--- src/rtl/cbm_pkg.sv ---
package cbm_pkg;
  typedef logic [7:0] bank_t;

  typedef enum logic [1:0] {
    MIR_VERT   = 2'd0,
    MIR_HORZ   = 2'd1,
    MIR_ONE_LO = 2'd2,
    MIR_ONE_HI = 2'd3
  } mirror_e;

  localparam int NUM_PRG_SLOTS = 4;
  localparam int NUM_CHR_SLOTS = 8;
  localparam int CHR_OFS_W     = 10;
  localparam int PRG_OFS_W     = 13;
endpackage

--- src/rtl/cbm_regfile.sv ---
module cbm_regfile
  import cbm_pkg::*;
#(
  parameter int PRG_BANKS = 32
) (
  input  logic                          clk,
  input  logic                          rst_n,
  input  logic                          we,
  input  logic [2:0]                    addr_hi,
  input  logic                          addr_lsb,
  input  logic [7:0]                    data,
  output bank_t [NUM_PRG_SLOTS-1:0]     prg_q,
  output bank_t [NUM_CHR_SLOTS-1:0]     chr_q,
  output logic                          prg_swap,
  output logic                          chr_flip,
  output mirror_e                       mirror_q
);
  localparam bank_t PRG_LAST = bank_t'(PRG_BANKS - 1);
  localparam bank_t PRG_PREV = bank_t'(PRG_BANKS - 2);

  logic [7:0] cmd_q;
  logic       sel_bank, cmd_wr, dat_wr, mir_wr;
  logic [3:0] idx;

  assign sel_bank = we && (addr_hi == 3'b100);
  assign cmd_wr   = sel_bank && !addr_lsb;
  assign dat_wr   = sel_bank && addr_lsb;
  assign mir_wr   = we && (addr_hi == 3'b101) && !addr_lsb;
  assign idx      = cmd_q[3:0];
  assign prg_swap = cmd_q[6];
  assign chr_flip = cmd_q[7];

  always_ff @(posedge clk) begin
    if (!rst_n) begin
      cmd_q    <= 8'h00;
      mirror_q <= MIR_VERT;
      prg_q[0] <= 8'd0;
      prg_q[1] <= 8'd1;
      prg_q[2] <= PRG_PREV;
      prg_q[3] <= PRG_LAST;
      for (int i = 0; i < NUM_CHR_SLOTS; i++) chr_q[i] <= bank_t'(i);
    end else begin
      if (cmd_wr) cmd_q <= data;
      if (mir_wr) mirror_q <= mirror_e'(data[1:0]);
      if (dat_wr) begin
        case (idx)
          4'h0: begin chr_q[0] <= data; chr_q[1] <= data + 8'd1; end
          4'h1: begin chr_q[2] <= data; chr_q[3] <= data + 8'd1; end
          4'h2: chr_q[4] <= data;
          4'h3: chr_q[5] <= data;
          4'h4: chr_q[6] <= data;
          4'h5: chr_q[7] <= data;
          4'h6: prg_q[0] <= data;
          4'h7: prg_q[1] <= data;
          4'h8: prg_q[2] <= data;
          4'h9: prg_q[3] <= data;
          4'hA: chr_q[1] <= data;
          4'hB: chr_q[3] <= data;
          default: ;
        endcase
      end
    end
  end

  assert_cmd_load_R1: assert property (@(posedge clk) disable iff (!rst_n)
    cmd_wr |=> (cmd_q == $past(data)));

  assert_pair_inc_R2: assert property (@(posedge clk) disable iff (!rst_n)
    (dat_wr && idx == 4'h0) |=> (chr_q[1] == chr_q[0] + 8'd1));

  assert_prg_load_R4: assert property (@(posedge clk) disable iff (!rst_n)
    (dat_wr && idx == 4'h9) |=> (prg_q[3] == $past(data)));

  assert_odd_alone_R5: assert property (@(posedge clk) disable iff (!rst_n)
    (dat_wr && idx == 4'hA) |=> $stable(chr_q[0]));

  assert_ignore_R6: assert property (@(posedge clk) disable iff (!rst_n)
    (dat_wr && idx >= 4'hC) |=> ($stable(prg_q) && $stable(chr_q)));
endmodule

--- src/rtl/cbm_prg_xlate.sv ---
module cbm_prg_xlate
  import cbm_pkg::*;
#(
  parameter int PRG_BANKS = 32
) (
  input  bank_t [NUM_PRG_SLOTS-1:0]      prg_q,
  input  logic                           swap,
  input  logic [14:0]                    addr,
  output logic [$clog2(PRG_BANKS)+PRG_OFS_W-1:0] ext_addr
);
  localparam int BANK_W = $clog2(PRG_BANKS);

  logic [1:0] window;
  bank_t      bank_sel;

  assign window = addr[14:13];

  always_comb begin
    case (window)
      2'd0:    bank_sel = swap ? prg_q[2] : prg_q[0];
      2'd1:    bank_sel = prg_q[1];
      2'd2:    bank_sel = swap ? prg_q[0] : prg_q[2];
      default: bank_sel = prg_q[3];
    endcase
  end

  assign ext_addr = {bank_sel[BANK_W-1:0], addr[PRG_OFS_W-1:0]};

  generate
    if (BANK_W < 8) begin : g_drop_hi
      logic unused_bank_hi;
      assign unused_bank_hi = ^bank_sel[7:BANK_W];
    end
  endgenerate
endmodule

--- src/rtl/cbm_chr_xlate.sv ---
module cbm_chr_xlate
  import cbm_pkg::*;
#(
  parameter bit CHR_RAM = 1'b0
) (
  input  bank_t [NUM_CHR_SLOTS-1:0] chr_q,
  input  logic                      flip,
  input  logic [12:0]               addr,
  output logic [17:0]               ext_addr
);
  logic [2:0] slot;
  bank_t      bank_raw, bank_out;

  assign slot     = addr[12:10] ^ {flip, 2'b00};
  assign bank_raw = chr_q[slot];

  generate
    if (CHR_RAM) begin : g_ram
      assign bank_out = {5'b00000, bank_raw[2:0]};
      logic unused_ram_hi;
      assign unused_ram_hi = ^bank_raw[7:3];
    end else begin : g_rom
      assign bank_out = bank_raw;
    end
  endgenerate

  assign ext_addr = {bank_out, addr[CHR_OFS_W-1:0]};
endmodule

--- src/rtl/cbm_mapper.sv ---
module cbm_mapper
  import cbm_pkg::*;
#(
  parameter int PRG_BANKS = 32,
  parameter bit CHR_RAM   = 1'b0
) (
  input  logic                                     clk,
  input  logic                                     rst_n,
  input  logic                                     cpu_we,
  input  logic [15:0]                              cpu_addr,
  input  logic [7:0]                               cpu_data,
  input  logic [14:0]                              prg_addr,
  output logic [$clog2(PRG_BANKS)+PRG_OFS_W-1:0]   prg_ext_addr,
  input  logic [12:0]                              chr_addr,
  output logic [17:0]                              chr_ext_addr,
  output logic [1:0]                               mirror_mode
);
  localparam int PRG_BANK_W = $clog2(PRG_BANKS);
  localparam int PRG_EXT_W  = PRG_BANK_W + PRG_OFS_W;

  bank_t [NUM_PRG_SLOTS-1:0] prg_q;
  bank_t [NUM_CHR_SLOTS-1:0] chr_q;
  logic                      prg_swap, chr_flip;
  mirror_e                   mirror_q;
  logic                      unused_addr_mid;

  assign unused_addr_mid = ^cpu_addr[12:1];

  cbm_regfile #(.PRG_BANKS(PRG_BANKS)) u_regs (
    .clk      (clk),
    .rst_n    (rst_n),
    .we       (cpu_we),
    .addr_hi  (cpu_addr[15:13]),
    .addr_lsb (cpu_addr[0]),
    .data     (cpu_data),
    .prg_q    (prg_q),
    .chr_q    (chr_q),
    .prg_swap (prg_swap),
    .chr_flip (chr_flip),
    .mirror_q (mirror_q)
  );

  cbm_prg_xlate #(.PRG_BANKS(PRG_BANKS)) u_prg (
    .prg_q    (prg_q),
    .swap     (prg_swap),
    .addr     (prg_addr),
    .ext_addr (prg_ext_addr)
  );

  cbm_chr_xlate #(.CHR_RAM(CHR_RAM)) u_chr (
    .chr_q    (chr_q),
    .flip     (chr_flip),
    .addr     (chr_addr),
    .ext_addr (chr_ext_addr)
  );

  assign mirror_mode = mirror_q;

  assert_mirror_R10: assert property (@(posedge clk) disable iff (!rst_n)
    (cpu_we && cpu_addr[15:13] == 3'b101 && !cpu_addr[0])
      |=> (mirror_mode == $past(cpu_data[1:0])));

  assert_swap_window_R7: assert property (@(posedge clk) disable iff (!rst_n)
    (prg_swap && prg_addr[14:13] == 2'b00)
      |-> (prg_ext_addr[PRG_EXT_W-1:PRG_OFS_W] == prg_q[2][PRG_BANK_W-1:0]));

  assert_flip_slot_R8: assert property (@(posedge clk) disable iff (!rst_n)
    (chr_flip && chr_addr[12:10] == 3'd0 && !CHR_RAM)
      |-> (chr_ext_addr[17:10] == chr_q[4]));

  assert_quiet_R13: assert property (@(posedge clk) disable iff (!rst_n)
    !cpu_we |=> ($stable(prg_addr) -> $stable(prg_ext_addr)));
endmodule

--- config.mk ---
export PLATFORM = sky130hd
export DESIGN_NAME = cbm_mapper
export DESIGN_NICKNAME = d
export VERILOG_FILES = /design/src/rtl/cbm_pkg.sv /design/src/rtl/cbm_regfile.sv /design/src/rtl/cbm_prg_xlate.sv /design/src/rtl/cbm_chr_xlate.sv /design/src/rtl/cbm_mapper.sv
export SDC_FILE = /design/constraint.sdc
export NUM_CORES = 1
export LEC_CHECK = 0
export CORE_MARGIN = 2
export CORE_UTILIZATION = 60
export DETAILED_ROUTE_END_ITERATION = 6
export DONT_BUFFER_PORTS = 1
export PLACE_DENSITY = 0.83
export SYNTH_ARGS = -nofsm -noshare
export SYNTH_HDL_FRONTEND = slang
export SYNTH_HIERARCHICAL = 1
export SYNTH_SLANG_ARGS = --single-unit
--- constraint.sdc ---
create_clock -name clk -period 4.2 [get_ports clk]
set_clock_uncertainty 0.15 [all_clocks]
set_input_delay 0.21 -clock clk [delete_from_list [all_inputs] [get_ports clk]]
set_output_delay 0.21 -clock clk [all_outputs]
set_load 0.01 [all_outputs]
==> results.py <==
metrics = {
    "worst_setup_path": {
        "cp_data_required_time_ps": 4300,
        "cp_max_fo": 14,
        "critical_path_class": "flop to flop",
        "arrival_ps": 2780,
        "crit_path_start_kind": "flop",
        "end_kind": "flop",
    },
    "timing": {
        "min_period_ps": 2680,
        "setup_viol": 0,
        "fin_crit_sh": 0.638,
        "fin_tns_setup_ps": 0,
        "fmax_mhz": 373,
        "maxSlewHeadroom": 0.261,
        "final_max_slew_viol_count": 0,
        "tightestPinTransition_ps": 1100,
        "rsz0062_at_grt": "no",
        "finalHoldViolations": 0,
    },
    "flow_run": {
        "drv_cap": 0,
    },
    "clock_tree": {
        "clk_path_buf_depth": 2,
        "insertion_delay_ps": 360,
        "path_clk_slew_ps": 90,
        "htreeDepth": 3,
        "cts_sinks": 92,
        "numCtsBuffers": 9,
        "cts_tree": "yes",
        "cts-root-buf": "clkbuf_8",
        "cts_resized": 0,
    },
    "yosys": {
        "ys_warn_count": 6,
        "syn_inst": 469,
        "syn_area_um2": 4880,
        "postSynthAreaPerCell_um2": 10.4,
        "syn_nets": 525,
    },
    "cells_and_area": {
        "layoutNonFillerInstCount": 536,
        "fillers": 633,
        "final_util": 0.637,
        "area_delta_synth_final_pct": 1.85,
        "final_area_um2": 4970,
        "layout-drive-gt1-share": 0.118,
        "final_nets": 485,
        "antenna_cells": 0,
    },
    "power_and_ir_drop": {
        "p_total_w": 0.00160,
        "pwr-share-seq": 0.550,
        "p_sw_w": 0.000377,
        "power.density_nw_per_um2": 321,
        "p_int_w": 0.00122,
        "peakVddDrop_mv": 0.163,
        "clock_power_share": 0.378,
        "p_comb_frac": 0.072,
        "power.leakage_nw": 1.98,
        "switching_share": 0.236,
    },
    "drt": {
        "drcViolationCount": 0,
        "via_per_inst": 6.09,
        "wl_per_cell_um": 19.8,
        "vias": 3263,
        "ant_nets": 0,
        "dr.pass1.iters": 4,
        "drtIter0Drc": 154,
        "drt_wl_total_um": 10600,
    },
    "floorplanning": {
        "rows": 32,
        "start_util": 0.625,
        "die_w_um": 94.2,
        "ios": 93,
        "dieArea_um2": 8870,
        "die_y_um": 94.2,
        "core_um2": 7810,
    },
    "placement": {
        "hpwl_um": 6800,
        "port_buffers": 0,
        "placed_cell_area_um2": 4650,
        "gp_congestion": 0.800,
        "placed_cells": 510,
    },
    "global_route": {
        "grt_max_degree": 93,
        "gr-total-overflow": 0,
        "antenna_found_initial": 0,
        "grt_first_pass_wirelength_um": 17200,
        "grt_pass1_vias": 3282,
        "track_usage": 0.256,
    },
    "run_status": {
        "outcome": "finished clean",
    },
    "hold_path": {
        "min_path_type": "input port to flop",
    },
}
-- sequential cells by signal (all words and copies together), names as in the netlist --
| name | flops |
|---|---|
| u_regs/chr_q | 64 |
| u_regs/cmd_q | 6 |
| u_regs/mirror_q | 2 |
| u_regs/prg_q | 20 |
-- power by group through the flow --
| stage | combinational, W | clock (W) | sequential (W) |
|---|---|---|---|
| finish | 0.000115 | 0.000603 | 0.000878 |
| global route | 0.000123 | 0.000646 | 0.000879 |
| CTS | 0.000114 | 0.000608 | 0.000878 |
| detailed placement | 0.0000802 | 0 | 0.000899 |
| global placement | 0.0000783 | 0 | 0.000898 |
| floorplan | 0.000124 | 0 | 0.000897 |
-- cells in the final DEF (no fill, tap or decap), drive strengths merged, types with 2 or more instances in the layout --
master,n
a21boi,6
a21oi,8
buf,3
clkbuf,11
clkinvlp,2
dfxtp,92
dlygate4sd3,9
inv,2
mux2,33
mux2i,89
mux4,8
nand2,36
nand2b,5
nand3,10
nand4,2
nand4b,3
nor2,5
nor2b,53
nor3,4
nor3b,3
nor4,7
o21ai,10
o221a,3
xnor2,10
xor2,5
-- routing by layer --
metal	GRT usage	share of wire	vias to the layer above
met5	0	0	-
li1	-	-	1525
met2	0.404	0.48	105
met1	0.319	0.41	1603
met3	0.0778	0.087	30
met4	0.120	0.026	0
-- per-stage QoR --
step	setup WS [ps]	hold WS, ps
3_5_place_dp	1670	132
5_1_grt	1390	0.166
3_3_place_gp	1720	131
6_report	1520	7.87
4_1_cts	1530	3.15
2_1_floorplan	2290	226
-- path summary, 6_finish.rpt --
kind	cells after the start	endpoint	startpoint	slack [ps]
max	5	u_regs/chr_q[17]	u_regs/cmd_q[0]	1520
max reg2reg	5	u_regs/chr_q[17]	u_regs/cmd_q[0]	1520
min	2	u_regs/chr_q[29]	cpu_data[5]	8
min reg2reg	2	u_regs/chr_q[8]	u_regs/chr_q[8]	330
-- worst max-delay path: stages (launching register included) --
cell           delay, ps
dfxtp_1              580
nand2b_1             270
nand3b_1             640
mux2i_1              310
nand2_1               70
dlygate4sd3_1        550
-- repair_timing --
action / in CTS / in global routing
buffers inserted: 0 / 0
hold buffers: 10 / 0
hold endpoints to repair: 92 / 0
endpoints found under the setup margin: 0 / 0
-- area by class of cell --
cell class	count	area (µm²)	share of cell area
sequential	92	1840	0.370
clock buffer	11	141	0.0284
timing repair buffer	12	133	0.0267
clock inverter	5	58.8	0.0118
tap	102	128	0.0257
inverter	1	3.75	0.000755
multi-input combinational	313	2670	0.536
No activity file was read; power rests on OpenSTA's default activity.
